--- config.mk ---
export PLATFORM = sky130hd
export DESIGN_NAME = pulse_density_dac
export DESIGN_NICKNAME = d
export VERILOG_FILES = /design/src/rtl/pdm_pkg.sv /design/src/rtl/pdm_ctrl.sv /design/src/rtl/pdm_datapath.sv /design/src/rtl/pulse_density_dac.sv
export SDC_FILE = /design/constraint.sdc
export NUM_CORES = 1
export LEC_CHECK = 0
export CAP_MARGIN = 25
export CORE_MARGIN = 2
export CORE_UTILIZATION = 55
export DETAILED_ROUTE_END_ITERATION = 7
export GPL_TIMING_DRIVEN = 0
export PLACE_DENSITY_LB_ADDON = 0.1
export SLEW_MARGIN = 20
export SYNTH_ARGS = -nofsm -noshare
export SYNTH_HDL_FRONTEND = slang
export SYNTH_SLANG_ARGS = --single-unit
--- constraint.sdc ---
create_clock -name clk -period 4.1 [get_ports clk]
set_input_delay 0.41 -clock clk [delete_from_list [all_inputs] [get_ports clk]]
set_output_delay 0.41 -clock clk [all_outputs]
set_load 0.01 [all_outputs]
--- src/rtl/pdm_pkg.sv ---
package pdm_pkg;
  // strobes from word control to the accumulator datapath
  typedef struct packed {
    logic forceMode;  // hold output at a static level
    logic forceBit;   // level to hold
  } pdm_ctrl_t;
endpackage

--- src/rtl/pdm_ctrl.sv ---
module pdm_ctrl
  import pdm_pkg::*;
#(
  parameter int WORD_W = 8
) (
  input  logic              clk,
  input  logic              rst,
  input  logic [WORD_W-1:0] wordIn,
  input  logic              wordWr,
  input  logic              flagEn,
  output logic [WORD_W-1:0] effWord,
  output pdm_ctrl_t         ctrl
);
  localparam int MSB = WORD_W - 1;

  logic [WORD_W-1:0] wordReg;

  always_ff @(posedge clk) begin
    if (rst)         wordReg <= '0;
    else if (wordWr) wordReg <= wordIn;
  end

  // a write is used in the same edge that stores it
  always_comb begin
    effWord        = wordWr ? wordIn : wordReg;
    ctrl.forceMode = flagEn;
    ctrl.forceBit  = effWord[MSB];
  end
endmodule

--- src/rtl/pdm_datapath.sv ---
module pdm_datapath
  import pdm_pkg::*;
#(
  parameter int WORD_W = 8
) (
  input  logic              clk,
  input  logic              rst,
  input  logic [WORD_W-1:0] effWord,
  input  pdm_ctrl_t         ctrl,
  output logic              pdmOut
);
  localparam int SUM_W = WORD_W + 1;

  logic [WORD_W-1:0] acc;
  logic [SUM_W-1:0]  sum;

  assign sum = {1'b0, acc} + {1'b0, effWord};

  always_ff @(posedge clk) begin
    if (rst) begin
      acc    <= '0;
      pdmOut <= 1'b0;
    end else begin
      acc    <= sum[WORD_W-1:0];
      pdmOut <= ctrl.forceMode ? ctrl.forceBit : sum[SUM_W-1];
    end
  end
endmodule

--- src/rtl/pulse_density_dac.sv ---
module pulse_density_dac
  import pdm_pkg::*;
#(
  parameter int WORD_W = 8
) (
  input  logic              clk,
  input  logic              rst,
  input  logic [WORD_W-1:0] wordIn,
  input  logic              wordWr,
  input  logic              flagEn,
  output logic              pdmOut
);
  logic [WORD_W-1:0] effWord;
  pdm_ctrl_t         ctrl;

  pdm_ctrl #(.WORD_W(WORD_W)) u_ctrl (
    .clk(clk), .rst(rst), .wordIn(wordIn), .wordWr(wordWr),
    .flagEn(flagEn), .effWord(effWord), .ctrl(ctrl)
  );

  pdm_datapath #(.WORD_W(WORD_W)) u_dp (
    .clk(clk), .rst(rst), .effWord(effWord), .ctrl(ctrl), .pdmOut(pdmOut)
  );
endmodule

After elaboration in Yosys (flattened, before gate mapping)
Cells that the tools add are included.
- input bits: 12
- register bits after elaboration: 17
- word-level logic and storage cells: 6
- output and inout bits: 1
- mux-type cells: 2
- add/subtract/negate cells: 1
- operator list (cell ; number):
    $add A8 B8 Y9 ; 1
    $mux W8 ; 1
    $mux W1 ; 1

Depth between registers and ports, before layout
Gate-level depths: netlist of the first run.
- depth in word-level cells: 3
- mapped depth: 9
- gate-level depth less buffers: 8

By module
From an unflattened synthesis of the first run, not the netlist that was laid out.
- cells, all modules: 91
- area total of the unflattened synthesis: 949.7 um2
- modules (own cells, without submodules) (module ; area each (um2) ; instances ; sequential area each (um2) ; cells an instance):
    pdm_datapath ; 593.1 ; 1 ; 180.2 ; 64
    pdm_ctrl ; 356.6 ; 1 ; 160.2 ; 27

Worst setup path after synthesis of the first run
Ideal clock, no wire load.
- path kind: input-to-reg
- from: in wordWr
- to: reg u_dp.acc[5]
- arrival: 2.181 ns
- setup slack: 1.846 ns
- required time: 4.027 ns
- stages on the path: 8
- path buffers: 1
- library setup time: 0.073 ns
- cell sequence: buf_2 > mux2i_1 > inv_1 > ha_1 > a211oi_2 > nor2_1 > or4_1 > o211ai_2
- longest elaborated chain between the ends: 2
- ends and longest elaborated chain (element ; RTL line ; RTL):
    start, declared ; pulse_density_dac.sv:9 ; input logic wordWr,
    $mux W8 ; pdm_ctrl.sv:25 ; effWord = wordWr ? wordIn : wordReg;
    net effWord[1] ; pulse_density_dac.sv:13 ; logic [WORD_W-1:0] effWord;
    $add A8 B8 Y9 ; pdm_datapath.sv:17 ; assign sum = {1'b0, acc} + {1'b0, effWord};
    end signal, assigned ; pdm_datapath.sv:24 ; acc <= sum[WORD_W-1:0];
    end, declared ; pdm_datapath.sv:14 ; logic [WORD_W-1:0] acc;
The timed path passes the listed nets, and every way through them passes these cells.
A chain may end at the register's enable or synchronous reset.

Worst setup path after layout of the first run
- from: in wordIn[1]
- to: reg u_dp.acc[5]
- longest elaborated chain between the ends: 2
- ends and longest elaborated chain (element ; RTL line ; RTL):
    start, declared ; pulse_density_dac.sv:8 ; input logic [WORD_W-1:0] wordIn,
    $mux W8 ; pdm_ctrl.sv:25 ;
    net effWord[1] ; pulse_density_dac.sv:13 ;
    $add A8 B8 Y9 ; pdm_datapath.sv:17 ;
The timed path passes the listed nets, and every way through them passes these cells.

==> flow_metrics.env, run 1 <==
export IMPL_die_w_um=44.19
export IMPL_met1_length_um=752
export IMPL_fin_tns_setup_ns=0
export IMPL_clock_sinks=17
export IMPL_synthToLayoutAreaGrowth_pct=17.61
export IMPL_clk_pin_slew_worst_paths_ns=0.10
export IMPL_start_util_pct=58.97
export IMPL_core_mm2=0.001506
export IMPL_crit_arrival_ns=2.48
export IMPL_cts_setup_buffers=0
export IMPL_p_clk_share_pct=20.4
export IMPL_max_cap_viol_count=0
export IMPL_hold_depth=2
export IMPL_dr_pass1_iters=4
export IMPL_syn_nets=110
export IMPL_synth_area_top_cells="dfxtp_1, ha_1, nor2b_1"
export IMPL_path_depth=8
export IMPL_slowest_delay_ns=0.49
export IMPL_reg2reg_depth=7
export IMPL_layout_drive_gt1_share_pct=11.54
export IMPL_num_vias=668
export IMPL_routed_via_density=5.567
export IMPL_port_buffers=11
export IMPL_fill_cells=120
export IMPL_fp_row_count=14
export IMPL_synth_most_common_cell="dfxtp_1"
export IMPL_synth_edf_count=0
export IMPL_syn_area_um2=888.4
export IMPL_die_area_mm2=0.001953
export IMPL_cts_tree="done"
export IMPL_cts_path_max_buffers=2
export IMPL_reg2reg_slack_ns=2.08
export IMPL_cp_start_kind="input port"
export IMPL_drv_slew=0
export IMPL_grt_pass1_wl_um=2553
export IMPL_rsz0062_at_grt="no"
export IMPL_outcome="finished, final reports clean"
export IMPL_r2r_start="u_ctrl.wordReg[1]$_SDFF_PP0_"
export IMPL_ys_flop_type="dfxtp_1"
export IMPL_utilization_pct=69.35
export IMPL_wl_met3_um=62
export IMPL_finalCritPeriodShare_pct=54.92
export IMPL_drc=0
export IMPL_wl_met2_um=678
export IMPL_yosysTopAreaCell="dfxtp_1"
export IMPL_dr_max_layer_used="met4"
export IMPL_crit_family="simple AND/OR/NAND/NOR gates"
export IMPL_synth_async_sr_flop_share_pct=0
export IMPL_min_from="u_ctrl.wordReg[7]$_SDFF_PP0_"
export IMPL_combPwrFrac_pct=34.7
export IMPL_swShare_pct=31.19
export IMPL_cts_max_level=1
export IMPL_ctsHoldBuffers=0
export IMPL_layout_min_cycle_time_ns=2.252
export IMPL_p_per_area_mw_per_mm2=421.9
export IMPL_cp_max_fo=3
export IMPL_p_int_uw=303.3
export IMPL_grt_max_degree=11
export IMPL_hold_violations=0
export IMPL_hpwl_um=1148
export IMPL_antenna_left=0
export IMPL_finalSetupViolCount=0
export IMPL_synthTopCellsByCount="dfxtp_1, nor2b_1, nor3_1, ha_1, nor2_1"
export IMPL_critPathCaptureType="flip-flop"
export IMPL_p_leak_nw=0.4535
export IMPL_syn_inst=89
export IMPL_path_cells="clkdlybuf4s50_1, mux2i_1, inv_1, ha_1, a211oi_2, nor2_1, or4_1, o211ai_2"
export IMPL_post_synth_num_cell_types=30
export IMPL_antenna_cells=0
export IMPL_yosys_register_bits=17
export IMPL_wl_per_cell_um=12.63
export IMPL_multi_input_area_um2=516.7
export IMPL_required_ns=4.33
export IMPL_grt_pass1_vias=597
export IMPL_nNetsFinal=126
export IMPL_holdPathEnd="u_ctrl.wordReg[7]$_SDFF_PP0_"
export IMPL_max_vdd_ir_drop_uv=238.4
export IMPL_grtUsageTotal_pct=17.84
export IMPL_ctsResizeCount=0
export IMPL_crit_path_top_delay_cell="or4_1"
export IMPL_synth_area_per_cell_um2=9.981
export IMPL_clock_fmax_ghz=0.4441
export IMPL_wl_um=1516
export IMPL_worstSetupPathType="input port to flip-flop"
export IMPL_yosys_warnings=0
export IMPL_clock_skew_ns=0.003349
export IMPL_holdCritPathClass="flip-flop to flip-flop"
export IMPL_drt_iter0_markers=8
export IMPL_cts_made_buffers=3
export IMPL_clock_tree_root_cell="clkbuf_4"
export IMPL_tightest_slew_ns=0.4571
export IMPL_place_congestion=0.7968
export IMPL_path_buf_inv=2
export IMPL_relSlewSlack_pct=69.53
export IMPL_r2r_end="u_dp.acc[5]$_SDFF_PP0_"
export IMPL_seqPwrFrac_pct=44.9
export IMPL_insertion_delay_ns=0.29
export IMPL_io_pins=13
export IMPL_yosysSeqAreaShare_pct=38.31
export IMPL_overflow=0
export IMPL_power_switching_uw=137.5
export IMPL_seqCellArea_um2=340.3
export IMPL_synth_top_area_share_pct=38.31
export IMPL_die_h_um=44.19
export IMPL_antenna_found_initial=0
[cells in the final DEF, fill, tap and decap left out]
| master | Yosys | routed |
|---|---|---|
| o211a_1 | 1 | 1 |
| a21oi_1 | 2 | 2 |
| fa_1 | 1 | 1 |
| clkdlybuf4s50_1 | 0 | 11 |
| o211ai_2 | 1 | 1 |
| dfxtp_1 | 17 | 17 |
| o21ai_1 | 1 | 1 |
| buf_2 | 1 | 1 |
| mux2i_1 | 2 | 2 |
| nand2_1 | 1 | 1 |
| a211oi_1 | 2 | 2 |
| mux2_2 | 3 | 3 |
| o31a_1 | 2 | 2 |
| nor2_1 | 5 | 5 |
| nor2b_1 | 9 | 9 |
| nand2b_1 | 1 | 1 |
| a221oi_1 | 1 | 1 |
| or3b_2 | 2 | 2 |
| nand3_1 | 1 | 1 |
| ha_1 | 8 | 8 |
| o21ai_0 | 1 | 1 |
| clkbuf_4 | 1 | 4 |
| mux2_1 | 3 | 3 |
| a211oi_2 | 1 | 1 |
| o21a_1 | 4 | 4 |
| nor3_1 | 9 | 9 |
| inv_1 | 4 | 4 |
| or4_1 | 1 | 1 |
| clkbuf_1 | 1 | 2 |
| o211ai_1 | 1 | 1 |
| a21o_1 | 2 | 2 |
[cell families after synthesis]
| logic type | count (synthesis) | share of synthesized area [%] |
|---|---|---|
| and+or+nand+nor | 29 | 18.03 |
| AOI/OAI and AO/OA | 19 | 16.76 |
| DFF | 17 | 38.31 |
| adders and majority gates | 9 | 13.52 |
| muxes | 8 | 9.859 |
| buffers and inverters | 7 | 3.520 |
[worst reg2reg max path: stages (launching register included)]
cell      delay (ns)
dfxtp_1         0.31
mux2i_1         0.30
inv_1           0.09
ha_1            0.33
a211oi_2        0.26
nor2_1          0.10
or4_1           0.49
o211ai_2        0.08
[per-layer routing]
layer	global-route usage, %	vias to the layer above
met1	23.47	300
met2	28.53	11
met5	0	-
li1	-	352
met3	3.673	5
met4	7.273	0
[how the worst max path moves through the flow]
stage | from | end | slack, ns
global placement | wordIn[1] | u_dp.acc[5]$_SDFF_PP0_ | 1.58
global route | wordIn[1] | u_dp.acc[5]$_SDFF_PP0_ | 1.68
floorplan | wordWr | u_dp.acc[5]$_SDFF_PP0_ | 1.85
finish | wordIn[1] | u_dp.acc[5]$_SDFF_PP0_ | 1.85
detailed placement | wordIn[0] | u_dp.pdmOut$_SDFF_PP0_ | 1.53
CTS | wordIn[0] | u_dp.pdmOut$_SDFF_PP0_ | 1.84
[power by group through the flow]
stage | sequential (mW) | combinational (mW) | clock (mW)
after global routing | 0.200 | 0.174 | 0.0957
after CTS | 0.198 | 0.153 | 0.0910
after floorplan | 0.200 | 0.118 | 0
final | 0.198 | 0.153 | 0.0899
after global placement | 0.200 | 0.146 | 0
after detailed placement | 0.202 | 0.151 | 0
[state kept, by name (all words and copies together), names as in the netlist]
signal	cells
u_ctrl.wordReg	8
u_dp.acc	8
u_dp.pdmOut	1
[layout make-up]
type | count | share of cell area (%)
clock buffer | 4 | 2.515
multi-input combinational | 65 | 49.46
inverter | 4 | 1.437
buffer | 3 | 1.557
timing repair buffer | 11 | 10.54
tap | 16 | 1.916
sequential | 17 | 32.57
[stage by stage]
stage	power [mW]	hold WS [ns]	worst slack, ns	area (µm²)	instances
after floorplan	0.3177	0.4755	1.846	888.4	89
final	0.4408	0.5325	1.848	1045	120
after CTS	0.4425	0.5385	1.837	1045	120
after global placement	0.3464	0.5056	1.583	1018	116
after detailed placement	0.3531	0.5200	1.530	1018	116
after global routing	0.4698	0.5631	1.681	1045	120
(Power assumes the default switching activity.)
==> run 2: changes to the inputs <==
CORE_UTILIZATION = 51   (was 55)
clock period = 2.2 ns   (was 4.1 ns; I/O delays follow)
==> flow_metrics.env, run 2 (same netlist as run 1, synthesis figures left out) <==
export IMPL_dr_pass1_iters=4
export IMPL_worst_hold_slack_ns=0.3881
export IMPL_antenna_left=0
export IMPL_clock_tree_root_cell="clkbuf_4"
export IMPL_finalWorstSetupSlack_ns=0.1631
export IMPL_crit_family="simple AND/OR/NAND/NOR gates"
export IMPL_top_regs="u_ctrl.wordReg (8), u_dp.acc (8), u_dp.pdmOut (1)"
export IMPL_routed_via_density=5.595
export IMPL_drv_slew=0
export IMPL_final_cells=121
export IMPL_cts_made_buffers=3
export IMPL_placed_area_mm2=0.001020
export IMPL_final_cell_mix="dfxtp_1, clkdlybuf4s50_1, nor3_1"
export IMPL_hpwl_um=1194
export IMPL_insertion_delay_ns=0.29
export IMPL_cts_path_max_buffers=2
export IMPL_utilization_pct=62.30
export IMPL_fin_area_mm2=0.001052
export IMPL_die_h_um=45.74
export IMPL_die_w_um=45.74
export IMPL_final_common_cell="dfxtp_1"
export IMPL_p_leak_nw=0.4521
export IMPL_place_congestion=0.7332
export IMPL_wl_um=1497
export IMPL_overflow=0
export IMPL_antenna_cells=0
export IMPL_combPwrFrac_pct=34.8
export IMPL_crit_arrival_ns=2.26
export IMPL_io_pins=13
export IMPL_finalSetupViolCount=0
export IMPL_dp_slack_ns=-0.2095
export IMPL_drt_iter0_markers=4
export IMPL_power_switching_uw=252.3
export IMPL_finalCritPeriodShare_pct=92.59
export IMPL_start_util_pct=52.59
export IMPL_cp_start_kind="input port"
export IMPL_grt_max_degree=11
export IMPL_hold_violations=0
export IMPL_grtUsageTotal_pct=15.65
export IMPL_wl_per_cell_um=12.37
export IMPL_layout_min_cycle_time_ns=2.037
export IMPL_num_vias=677
export IMPL_holdCritPathClass="input port to flip-flop"
export IMPL_slowest_delay_ns=0.48
export IMPL_cts_max_level=1
export IMPL_required_ns=2.43
export IMPL_crit_path_top_delay_cell="or4_1"
export IMPL_clock_sinks=17
export IMPL_outcome="finished, final reports clean"
export IMPL_grt_pass1_vias=553
export IMPL_max_vdd_ir_drop_uv=458.0
export IMPL_seqPwrFrac_pct=44.9
export IMPL_critPathCaptureType="flip-flop"
export IMPL_relSlewSlack_pct=69.93
export IMPL_clock_fmax_ghz=0.4909
export IMPL_p_per_area_mw_per_mm2=778.3
export IMPL_clock_skew_ns=0.003142
export IMPL_path_buf_inv=2
export IMPL_swShare_pct=30.81
export IMPL_cp_max_fo=3
export IMPL_cts_tree="done"
export IMPL_p_int_uw=566.7
export IMPL_rsz0062_at_grt="no"
export IMPL_die_area_mm2=0.002092
export IMPL_port_buffers=11
export IMPL_tightest_slew_ns=0.4511
export IMPL_max_cap_viol_count=0
export IMPL_grt_pass1_wl_um=2311
export IMPL_core_mm2=0.001689
export IMPL_drc=0
export IMPL_dp_cells=117
export IMPL_fp_row_count=15
export IMPL_synthToLayoutAreaGrowth_pct=18.45
export IMPL_path_cells="clkdlybuf4s50_1, mux2i_2, inv_1, ha_1, a211oi_2, nor2_1, or4_1, o211ai_2"
export IMPL_nNetsFinal=126
export IMPL_p_clk_share_pct=20.4
export IMPL_ctsHoldBuffers=0
export IMPL_antenna_found_initial=0
export IMPL_worstSetupPathType="input port to flip-flop"
export IMPL_layout_drive_gt1_share_pct=13.46
export IMPL_clk_pin_slew_worst_paths_ns=0.10
run 2: changes by cell type in the layout (fill, tap and decap cells not counted):
cell / before / now
mux2i_1: 2 / 1
nor2b_2: 0 / 1
nor2b_1: 9 / 8
mux2i_2: 0 / 1
run 2: final timing paths:
check	start	to	slack [ns]	cells after the start
max	wordIn[1]	u_dp.acc[5]$_SDFF_PP0_	0.16	8
min	wordWr	u_ctrl.wordReg[1]$_SDFF_PP0_	0.39	3
min reg2reg	u_ctrl.wordReg[7]$_SDFF_PP0_	u_ctrl.wordReg[7]$_SDFF_PP0_	0.55	2
max reg2reg	u_ctrl.wordReg[1]$_SDFF_PP0_	u_dp.acc[5]$_SDFF_PP0_	0.20	7
run 2: what timing repair did:
action	CTS	global route
hold endpoints to repair	0	0
setup buffers	0	0
setup endpoints to repair	0	2
gates resized for setup	0	2
run 2: area by class of cell:
class                      count  area [µm²]
buffer                         3       16.27
clock buffer                   4       26.28
fill                         162       636.9
inverter                       4       15.01
multi-input combinational     65       523.0
sequential                    17       340.3
tap                           17       21.27
timing repair buffer          11       110.1
run 2: worst register-to-register path, stage by stage (launching register included):
cell	delay, ns
dfxtp_1	0.32
mux2i_2	0.26
inv_1	0.09
ha_1	0.34
a211oi_2	0.26
nor2_1	0.10
or4_1	0.49
o211ai_2	0.08
run 2: per-stage QoR:
stage / power (mW) / setup TNS, ns
after floorplan: 0.5920 / 0
after global placement: 0.6472 / -0.2653
after detailed placement: 0.6596 / -0.4053
after CTS: 0.8242 / 0
after global routing: 0.8893 / 0
final: 0.8190 / 0
run 2: per-layer routing:
layer / vias to the layer above / track usage [%] / share of wire, %
met5: - / 0 / 0
met4: 0 / 6.857 / 1.5
met3: 4 / 3.571 / 4.1
met2: 12 / 22.25 / 44
met1: 308 / 22.44 / 50
li1: 353 / - / -
run 2: power by group through the flow:
stage | clock (mW) | combinational (mW) | sequential (mW)
finish | 0.167 | 0.285 | 0.367
CTS | 0.171 | 0.285 | 0.368
global placement | 0 | 0.274 | 0.373
detailed placement | 0 | 0.285 | 0.375
global route | 0.191 | 0.326 | 0.372
floorplan | 0 | 0.219 | 0.373
